<file path="src/rtl/trig_pkg.sv">
package trig_pkg;

  // Condition for one channel: level test or edge test against history.
  function automatic logic chan_cond(input logic lvl, input logic pol,
                                     input logic cur, input logic prv,
                                     input logic has_prev);
    if (lvl) return cur == pol;
    if (!has_prev) return 1'b0;
    return pol ? (prv && !cur) : (!prv && cur);
  endfunction

endpackage

</file>
<file path="src/rtl/trig_hist.sv">
module trig_hist #(
  parameter int W = 16
) (
  input  logic         clk,
  input  logic         rst_n,
  input  logic         arm,
  input  logic         take,
  input  logic [W-1:0] data,
  output logic [W-1:0] prev,
  output logic         has_prev
);
  logic hist_q;

  always_ff @(posedge clk) begin
    if (!rst_n) begin
      prev   <= '0;
      hist_q <= 1'b0;
    end else if (take) begin
      prev   <= data;
      hist_q <= 1'b1;
    end else if (arm) begin
      hist_q <= 1'b0;
    end
  end

  // An arm in the same cycle as a sample discards the stored history.
  assign has_prev = hist_q && !arm;
endmodule

</file>
<file path="src/rtl/trig_lanes.sv">
module trig_lanes #(
  parameter int W = 16
) (
  input  logic [W-1:0] part,
  input  logic [W-1:0] lvl,
  input  logic [W-1:0] pol,
  input  logic [W-1:0] cur,
  input  logic [W-1:0] prv,
  input  logic         has_prev,
  output logic [W-1:0] ok
);
  import trig_pkg::*;

  for (genvar i = 0; i < W; i++) begin : g_lane
    assign ok[i] = !part[i] ||
                   chan_cond(lvl[i], pol[i], cur[i], prv[i], has_prev);
  end
endmodule

</file>
<file path="src/rtl/trig_reduce.sv">
module trig_reduce #(
  parameter int W = 16
) (
  input  logic [W-1:0] ok,
  input  logic [W-1:0] part,
  input  logic [W-1:0] lvl,
  output logic         match,
  output logic         err
);
  logic [W-1:0] edge_chans;

  assign edge_chans = part & ~lvl;
  assign err        = $countones(edge_chans) > 1;
  assign match      = (|part) && (&ok) && !err;
endmodule

</file>
<file path="src/rtl/trig_match.sv">
module trig_match #(
  parameter int W = 16
) (
  input  logic         clk,
  input  logic         rst_n,
  input  logic         arm,
  input  logic [W-1:0] cfg_chan,
  input  logic [W-1:0] cfg_en,
  input  logic [W-1:0] cfg_lvl,
  input  logic [W-1:0] cfg_pol,
  input  logic         samp_valid,
  output logic         samp_ready,
  input  logic [W-1:0] samp_data,
  output logic         hit,
  output logic         cfg_err
);
  logic         take;
  logic [W-1:0] part;
  logic [W-1:0] prev;
  logic         has_prev;
  logic [W-1:0] ok;
  logic         match;

  assign samp_ready = 1'b1;
  assign take       = samp_valid && samp_ready;
  assign part       = cfg_chan & cfg_en;

  trig_hist #(.W(W)) u_hist (
    .clk(clk), .rst_n(rst_n), .arm(arm), .take(take),
    .data(samp_data), .prev(prev), .has_prev(has_prev)
  );

  trig_lanes #(.W(W)) u_lanes (
    .part(part), .lvl(cfg_lvl), .pol(cfg_pol), .cur(samp_data),
    .prv(prev), .has_prev(has_prev), .ok(ok)
  );

  trig_reduce #(.W(W)) u_reduce (
    .ok(ok), .part(part), .lvl(cfg_lvl), .match(match), .err(cfg_err)
  );

  always_ff @(posedge clk) begin
    if (!rst_n) hit <= 1'b0;
    else        hit <= take && match;
  end
endmodule

</file>
<file path="config.mk">
export PLATFORM = sky130hd
export DESIGN_NAME = trig_match
export DESIGN_NICKNAME = d
export VERILOG_FILES = /design/src/rtl/trig_pkg.sv /design/src/rtl/trig_hist.sv /design/src/rtl/trig_lanes.sv /design/src/rtl/trig_reduce.sv /design/src/rtl/trig_match.sv
export SDC_FILE = /design/constraint.sdc
export NUM_CORES = 1
export LEC_CHECK = 0
export BUFFER_PORTS_ARGS = -buffer_cell sky130_fd_sc_hd__buf_2
export CORE_MARGIN = 2
export CORE_UTILIZATION = 45
export CTS_BUF_LIST = sky130_fd_sc_hd__clkbuf_4
export CTS_CLUSTER_DIAMETER = 120
export DETAILED_ROUTE_END_ITERATION = 6
export PLACE_DENSITY = 0.79
export SLEW_MARGIN = 20
export SYNTH_ARGS = -nofsm -noshare
export SYNTH_HDL_FRONTEND = slang
export SYNTH_SLANG_ARGS = --single-unit
</file>
<file path="constraint.sdc">
create_clock -name clk -period 8.9 [get_ports clk]
set_clock_uncertainty 0.1 [all_clocks]
set_input_delay 2.67 -clock clk [delete_from_list [all_inputs] [get_ports clk]]
set_output_delay 2.67 -clock clk [all_outputs]
set_load 0.02 [all_outputs]
</file>
==> metrics.txt, run 1 <==
share of cells above drive strength 1=0.417; die width=71.2 µm; Skew-Pair Late Insertion Delay=0.32 ns; Final setup viols=1; first-pass GRT wire length=between 9 and 10 mm; Die Area=5070 µm²; Synth Register Bits=18; Worst Tran Pin Value=between 0.5 and 0.6 ns; Port Buffer Count=85; Crit Path Class=in2out; most frequent cells in the layout=76 x buf_2, 27 x buf_4, 25 x nand2_1; Crit path arrival time=around 6.4 ns; warnings from Yosys=0; Critical Path Slowest Stage Cell=fa_2; CTS Buf Count=3; failing checks=setup timing; Max clock buf depth=2; CTS H-tree lvls=1; critical path required time=6.13 ns; status=finished with violations; CTS tree=yes; DP Cell Count=422; # DRC=0; most common cell after layout, fill and taps aside=buf_2; vias in the first global route=2239; post-DR wirelength/cell=14.2 µm; DR vias/cell=5.39; Worst-path clk slew=0.12 ns; Clock Root Buffer=clkbuf_4; Final Power=290 µW; TNS Setup=-0.254 ns; hold_buf cts=0; drt first pass iters=5; Core ar.=4350 µm²; pwr/cell area=98.4 nW/µm²; static leakage=1.39 nW; Die Y=71.2 µm; mapped cell area=2030 µm²; DP HPWL=4.64 mm; Max Freq=between 100 and 150 MHz; # Max-Cap Violations=0; Post-Syn Nets=378; GRT overflow=0; most used cell along the critical path=fa_1; Crit Path Max Fanout=2; setup ws final=-0.254 ns; HP Class=reg2reg; fillers=362; CP startpoint kind=primary input; fin crit period=9.15 ns; Synth Instances=270; initial core utilization=0.467; CP Capture Type=output port; CP max stage delay=0.59 ns; Top Ports=87; initial antenna violation count=0; RSZ-0062 raised after global routing=yes; Final #Nets=488; sequential element share of the synthesized area=0.177; pin count of the biggest net entering global routing=34; average size of a mapped cell=roughly 7.5 µm²; Final period util=1.03; unique cell type count in the Yosys netlist=37; post-layout util=0.677; post-route ant nets=0; Clock Sinks=18; post-route insts no fill=~430; Final Hold Vio Count=0; n_diodes=0; crit-path cells=buf_2 > nand2_2 > nor2_2 > ha_1 > fa_1 > fa_2 > inv_2 > fa_2 > fa_1 > inv_1 > ha_2 > fa_1 > nor3_4 > o21ai_4 > buf_6; Global Route Usage Sum=0.238; Rel. slew slack=0.613; final WL=between 6 and 7 mm; synth-to-layout area growth=45.1%; vias=approximately 2300; Pins Over Slew Limit=0; drt first-iter violations=roughly 110; row count=24; Peak VDD IR=around 0.000044 V; hold slack=0.441 ns; gpl congestion=0.858
[metrics by stage]
step                area (µm²)  worst slack [ns]
finish                    2950            -0.254
detailed placement        2680            -0.315
global placement          2680            -0.283
CTS                       2830            -0.212
global route              2950            -0.389
floorplan                 2060          0.000199
[report_power, final]
part / internal [mW] / leakage (nW) / switching, mW
combinational: 0.0766 / 1.22 / 0.0771
clock: 0.0164 / 0.0154 / 0.0314
sequential: 0.0853 / 0.149 / 0.00334
total: 0.178 / 1.39 / 0.112
[synthesized netlist by cell type]
library cell  number  share of area
o32a_1             2         0.0099
o21ai_0            1         0.0025
buf_2              1         0.0025
nand4_1            6          0.018
o32ai_1            1         0.0043
clkbuf_1           4         0.0074
nor3_1            13          0.032
buf_4              1         0.0037
nor2_1            23          0.042
inv_1             30          0.055
conb_1             1         0.0018
or4_1              8          0.030
ha_1              13          0.080
a32o_1             1         0.0049
nor2b_1           24          0.074
nand2b_4           1         0.0068
o22ai_1            3         0.0092
a22o_1             1         0.0043
fa_1              11           0.11
a311o_1            1         0.0049
a211o_1            2         0.0086
nor4_1            10          0.031
o2111ai_1          1         0.0043
a31oi_1            2         0.0062
nand3_1            2         0.0049
nand2_1           37          0.068
dfxtp_1           18           0.18
or3_1              1         0.0031
a311oi_1           6          0.026
a21oi_1           19          0.047
and3_1             2         0.0062
a21boi_0           1         0.0037
buf_6              1         0.0055
a2111oi_0          4          0.017
nor4_2             1         0.0062
mux2i_1           16          0.079
o31ai_1            1         0.0037
[routing by layer]
layer	global-route usage	vias up	routed length [µm]
met5	0	-	0
met2	0.418	97	2920
met1	0.306	1043	2670
met3	0.0271	6	464
met4	0.0713	0	65
li1	-	1179	-
[cells by family after synthesis]
kind of cell,share of synthesized area
mux,0.0788
compound gates,0.156
fa+ha+maj,0.188
other cells,0.00185
buf+inv,0.0745
flops,0.177
simple gates,0.323
[final cells by class]
cell class	instances	area, µm²	share of cell area
Timing Repair Buffer	112	684	0.232
Clock buffer	3	22.5	0.00764
Inverter	30	113	0.0382
Tap cell	52	65.1	0.0221
Sequential cell	18	360	0.122
Multi-Input combinational cell	215	1700	0.577
Clock inverter	1	3.75	0.00127
[worst paths after layout]
path	end	slack (ns)	from	cells past startpoint
max	cfg_err	-0.25	cfg_en[7]	15
min reg2reg	u_hist.prev[5]	0.44	u_hist.prev[5]	2
min	u_hist.prev[5]	0.44	u_hist.prev[5]	2
max reg2reg	hit	6.79	u_hist.hist_q	6
[timing repair]
action	in CTS	in global routing
hold endpoints to repair	0	0
setup endpoints to repair	1	1
gates resized for setup	30	25
pin swaps	22	20
buffers inserted	3	2
[flip-flops by register name (all words and copies together), names as in the netlist]
name           flops
hit                1
u_hist.hist_q      1
u_hist.prev       16
[critical path, delay by kind of cell]
family | cells | cell delay [ns]
compound gates | 1 | 0.08
simple gates | 3 | 0.34
fa+ha+maj | 7 | 2.97
buf+inv | 4 | 0.31
Note: power is estimated with default switching activity, not from simulation.
==> run 2: changes to the inputs <==
--- a/config.mk
+++ b/config.mk
@@ -12,6 +12,7 @@
 export CTS_CLUSTER_DIAMETER = 120
 export DETAILED_ROUTE_END_ITERATION = 6
 export PLACE_DENSITY = 0.79
+export RECOVER_POWER = 25
 export SLEW_MARGIN = 20
 export SYNTH_ARGS = -nofsm -noshare
 export SYNTH_HDL_FRONTEND = slang
==> constraint.sdc (replaced) <==
create_clock -name clk -period 8.9 [get_ports clk]
set_clock_uncertainty 0.1 [all_clocks]
set_input_delay 0.445 -clock clk [delete_from_list [all_inputs] [get_ports clk]]
set_output_delay 0.445 -clock clk [all_outputs]
set_load 0.02 [all_outputs]
==> metrics.txt, run 2 (synthesis results as in run 1) <==
GR Layer Usage met1=0.302 (-0.00347); critical path required time=8.36 ns (+2.23 ns); Die Area=5070 µm² (unchanged); Reg2Reg Depth=6 (unchanged); setup ws final=3.84 ns (+4.09 ns); first-pass GRT wire length=9.05 mm (-5.3%); vias=2249 (-3.3%); Die Y=71.2 µm (unchanged); n_diodes=0 (unchanged); share of cells above drive strength 1=0.254 (-0.163); drt first-iter violations=98 (-9.3%); Crit Reg-Reg Endpoint=hit; Core ar.=4350 µm² (unchanged); pin count of the biggest net entering global routing=34 (unchanged); post-layout util=0.575 (-0.102); # Max-Cap Violations=0 (unchanged); Critical Path Slowest Stage Cell=fa_1; min-delay src=samp_data[11]; Global Route Usage Sum=0.220 (-0.0174); Peak VDD IR=0.0000499 V (+12%); Skew-Pair Late Insertion Delay=0.31 ns (about the same); initial antenna violation count=0 (unchanged); Hold Crit Depth=3 (+1); initial core utilization=0.467 (unchanged); hold slack=0.325 ns (-0.116 ns); DP Cell Count=400 (-5.2%); crit-path cells=buf_2 > nand2_1 > nor2_1 > ha_1 > inv_1 > fa_1 > inv_1 > fa_1 > fa_1 > inv_1 > fa_1 > inv_1 > ha_1 > fa_1 > and3_1 > o21ai_0 > buf_2; static leakage=1.23 nW (-11%); most common cell after layout, fill and taps aside=buf_2; gpl congestion=0.837 (-2.5%); Max clock buf depth=2 (unchanged); CTS tree=yes; drt first pass iters=4 (-1); post-CTS sizing=0 (-100%); post-route insts no fill=403 (-6.5%); Final period util=0.569 (-0.460); final WL=5.53 mm (-9.7%); hold_buf cts=0 (unchanged); Max Freq=197 MHz (+81%); Design Area, Final=2500 µm² (-15%); vias in the first global route=2103 (-6.1%); CP Capture Type=output port; Post-CTS Repair Setup Buffers=0 (-3); row count=24 (unchanged); DR vias/cell=5.58 (+3.5%); R2R Setup Slk=6.80 ns (about the same); met2 Usage GRT=0.354 (-0.0638); Largest register FFs=16 (unchanged); Top reg by flops=u_hist.prev; post-DR wirelength/cell=13.7 µm (-3.4%); TNS Setup=0 ns (+0.254 ns); Top Registers=u_hist.prev: 16 flops, hit: 1 flops, u_hist.hist_q: 1 flops; Crit Path Max Fanout=3 (+1); Final Hold Vio Count=0 (unchanged); pwr/cell area=97.1 nW/µm² (-1.3%); dpl ws=3.85 ns (+4.16 ns); CP startpoint kind=primary input; CTS Buf Count=3 (unchanged); synth-to-layout area growth=23.3%; CP max stage delay=0.56 ns (-0.03 ns); Final #Nets=461 (-5.5%); CTS H-tree lvls=1 (unchanged); met3 Resource Use GR=0.0399 (+0.0128); Crit Path Class=in2out; most used cell along the critical path=fa_1; Worst-path clk slew=0.11 ns (about the same); fin crit period=5.06 ns (-4.09 ns); most frequent cells in the layout=84 x buf_2, 37 x nand2_1, 30 x inv_1; Rel. slew slack=0.101 (-0.513); Crit path arrival time=4.52 ns (-1.86 ns); Final Power=243 µW (-16%); Worst Tran Pin Value=1.35 ns (+0.783 ns); GRT overflow=0 (unchanged); HP Class=in2reg; Port Buffer Count=85 (unchanged); post-placement cell area=2480 µm² (-7.2%); Pins Over Slew Limit=0 (unchanged); DP HPWL=4.48 mm (-3.5%); die width=71.2 µm (unchanged); Top Ports=87 (unchanged); RSZ-0062 raised after global routing=no; Final setup viols=0 (-1); Critical R2R Launch=u_hist.hist_q; worst hold endpoint=u_hist.prev[11]; status=finished, final reports clean; grt peak-use layer=met2; post-route ant nets=0 (unchanged); Clock Root Buffer=clkbuf_4; Clock Sinks=18 (unchanged); # DRC=0 (unchanged)
## run 2: critical path, delay by kind of cell
family | cells | cell delay (ns)
adders and majority gates | 7 | 2.89
and+or+nand+nor | 3 | 0.40
buffers and inverters | 6 | 0.52
AOI/OAI and AO/OA | 1 | 0.25
## run 2: where the power goes
part	switching, mW	internal [mW]
Clock	0.0285	0.0158
Sequential	0.00344	0.0853
Combinational	0.0624	0.0477
## run 2: worst max path at each step
stage               cells past startpoint      end   startpoint  slack, ns
floorplan                              15  cfg_err  cfg_chan[0]       4.10
global placement                       17  cfg_err  cfg_chan[2]       4.02
detailed placement                     17  cfg_err  cfg_chan[3]       3.85
CTS                                    17  cfg_err  cfg_chan[3]       3.83
global route                           17  cfg_err  cfg_chan[3]       3.67
finish                                 17  cfg_err  cfg_chan[3]       3.84
## run 2: final cells by class
class,count,area [µm²]
fill,439,1850
multi-input combinational,215,1520
timing repair buffer,85,424
sequential,18,360
inverter,30,113
tap,52,65.1
clock buffer,3,22.5
## run 2: metal layers
layer,share of wire,vias to the layer above
met2,0.45,105
met1,0.43,1010
met5,0,-
li1,-,1123
met4,0.016,0
met3,0.11,11
==> run 3: changes to the inputs <==
--- a/config.mk
+++ b/config.mk
@@ -7,11 +7,11 @@
 export LEC_CHECK = 0
 export BUFFER_PORTS_ARGS = -buffer_cell sky130_fd_sc_hd__buf_2
 export CORE_MARGIN = 2
-export CORE_UTILIZATION = 45
+export CORE_UTILIZATION = 50
 export CTS_BUF_LIST = sky130_fd_sc_hd__clkbuf_4
 export CTS_CLUSTER_DIAMETER = 120
 export DETAILED_ROUTE_END_ITERATION = 6
-export PLACE_DENSITY = 0.79
+export PLACE_DENSITY = 0.83
 export RECOVER_POWER = 25
 export SLEW_MARGIN = 20
 export SYNTH_ARGS = -nofsm -noshare
==> constraint.sdc (replaced) <==
create_clock -name clk -period 5.25 [get_ports clk]
set_clock_uncertainty 0.1 [all_clocks]
set_input_delay 0.2625 -clock clk [delete_from_list [all_inputs] [get_ports clk]]
set_output_delay 0.2625 -clock clk [all_outputs]
set_load 0.02 [all_outputs]
==> metrics.txt, run 3 (synthesis results as in run 1) <==
row count=23 (-4.2%); CTS Buf Count=3 (unchanged); Core ar.=3940 µm² (-9.5%); Final Hold Vio Count=0 (unchanged); final WL=5.56 mm (+0.69%); Largest register FFs=16 (unchanged); Buf+Inv Stages, Crit Path=6 (unchanged); Rel. slew slack=0.0932 (-0.00738); switching portion of total power=0.393 (+0.00488); Top Registers=u_hist.prev: 16 flops, hit: 1 flops, u_hist.hist_q: 1 flops; CP max stage delay=0.56 ns (about the same); DP HPWL=4.51 mm (+0.74%); Clock Sinks=18 (unchanged); Top reg by flops=u_hist.prev; Crit Path Class=in2out; Top Ports=87 (unchanged); n_diodes=0 (unchanged); Crit Path Max Fanout=4 (+1); internal power=252 µW (+69%); synth-to-layout area growth=23.3% (about the same); Global Route Usage Sum=0.254 (+0.0334); most frequent cells in the layout=84 x buf_2, 37 x nand2_1, 30 x inv_1; static leakage=1.23 nW (+0.13%); combinational fraction of design power=0.446 (-0.007); Crit path arrival time=4.29 ns (-0.23 ns); Worst Tran Pin Value=1.36 ns (+0.0111 ns); Critical Path Slowest Stage Cell=fa_1; Peak VDD IR=0.000114 V (+130%); hold_buf cts=0 (unchanged); pwr/cell area=166 nW/µm² (+71%); Clock Root Buffer=clkbuf_4; Die Y=67.8 µm (-4.8%); Skew-Pair Late Insertion Delay=0.31 ns (about the same); vias in the first global route=2022 (-3.9%); DR vias/cell=5.55 (-0.60%); most used cell along the critical path=fa_1; Final Power=415 µW (+71%); CP Capture Type=output port; post-CTS sizing=0 (unchanged); gpl congestion=0.847 (+1.2%); post-route ant nets=0 (unchanged); HP Class=in2reg; Flop pwr share=0.361 (-0.004); initial core utilization=0.515 (+0.0487); drt first-iter violations=124 (+27%); Final period util=0.885; die width=67.8 µm (-4.8%); Max Freq=215 MHz; Pins Over Slew Limit=0 (unchanged); # Max-Cap Violations=0 (unchanged); CTS H-tree lvls=1 (unchanged); post-DR wirelength/cell=13.8 µm (+0.94%); CTS tree=yes; Post-CTS Repair Setup Buffers=0 (unchanged); first-pass GRT wire length=8.78 mm (-3.0%); drt first pass iters=4 (unchanged); TNS Setup=0 ns (unchanged); Port Buffer Count=85 (unchanged); pin count of the biggest net entering global routing=34 (unchanged); Worst path top cell family by delay=adder cells; critical path required time=4.89 ns (-3.47 ns); most common cell after layout, fill and taps aside=buf_2; share of cells above drive strength 1=0.253 (-0.000720); status=finished, final reports clean; Final #Nets=461 (unchanged); GRT overflow=0 (unchanged); fin crit period=4.65 ns; Max clock buf depth=2 (unchanged); fillers=376 (-14%); RSZ-0062 raised after global routing=no; Clock Power Share=0.192 (+0.010); CP startpoint kind=primary input; P_sw=163 µW (+73%); post-layout util=0.636 (+0.0604); vias=2230 (-0.84%); Final setup viols=0 (unchanged); initial antenna violation count=0 (unchanged); crit-path cells=buf_2 > nand2_1 > nor2_1 > ha_1 > inv_1 > fa_1 > inv_1 > fa_1 > fa_1 > inv_1 > fa_1 > inv_1 > ha_1 > fa_1 > and3_1 > o21ai_0 > buf_2; Die Area=4590 µm² (-9.4%); Worst-path clk slew=0.13 ns (+0.02 ns); # DRC=0 (unchanged)
-- run 3: changes by cell type in the layout (fill, tap and decap cells not counted), sizes merged --
cell	before	now
clkinv	0	1
-- run 3: worst paths after layout --
kind	start	end	slack, ns	cells past startpoint
setup / recovery	cfg_en[5]	cfg_err	0.60	17
setup reg to reg	u_hist.hist_q	hit	3.14	6
hold / removal	samp_data[4]	u_hist.prev[4]	0.15	3
hold reg to reg	u_hist.prev[12]	u_hist.prev[12]	0.44	2
-- run 3: worst register-to-register path, cell delays in order (launching register included) --
cell      delay, ns
dfxtp_1        0.37
nand2b_4       0.21
or4_1          0.46
a32o_1         0.28
a311oi_1       0.25
nand4_1        0.19
nor4_2         0.17
-- run 3: stage by stage --
stage | hold slack, ns | cell area [µm²] | worst slack [ns] | instances
global placement | 0.412 | 2480 | 0.692 | 398
global route | 0.145 | 2510 | 0.356 | 402
detailed placement | 0.423 | 2480 | 0.495 | 398
CTS | 0.145 | 2510 | 0.579 | 402
finish | 0.145 | 2510 | 0.601 | 402
floorplan | 0.291 | 2030 | 0.663 | 270
-- run 3: layer usage --
| metal | global-route usage | routed length [µm] | vias to the layer above |
|---|---|---|---|
| met4 | 0.0816 | 97 | 0 |
| met2 | 0.433 | 2470 | 115 |
| met1 | 0.328 | 2460 | 982 |
| met3 | 0.0367 | 536 | 10 |
| met5 | 0 | 0 | - |
| li1 | - | - | 1123 |
-- run 3: power by group through the flow --
stage | Sequential (mW) | Combinational, mW | Clock (mW)
global placement | 0.153 | 0.179 | 0
global route | 0.151 | 0.214 | 0.0869
finish | 0.150 | 0.185 | 0.0798
CTS | 0.150 | 0.186 | 0.0790
detailed placement | 0.153 | 0.185 | 0
floorplan | 0.152 | 0.110 | 0
-- run 3: final cells by class --
type,instances,area [µm²],share of cell area
Tap cell,50,62.6,0.0250
Multi-Input combinational cell,215,1520,0.607
Timing Repair Buffer,85,424,0.169
Inverter,30,113,0.0449
Sequential cell,18,360,0.144
Clock buffer,3,22.5,0.00899
Clock inverter,1,3.75,0.00150
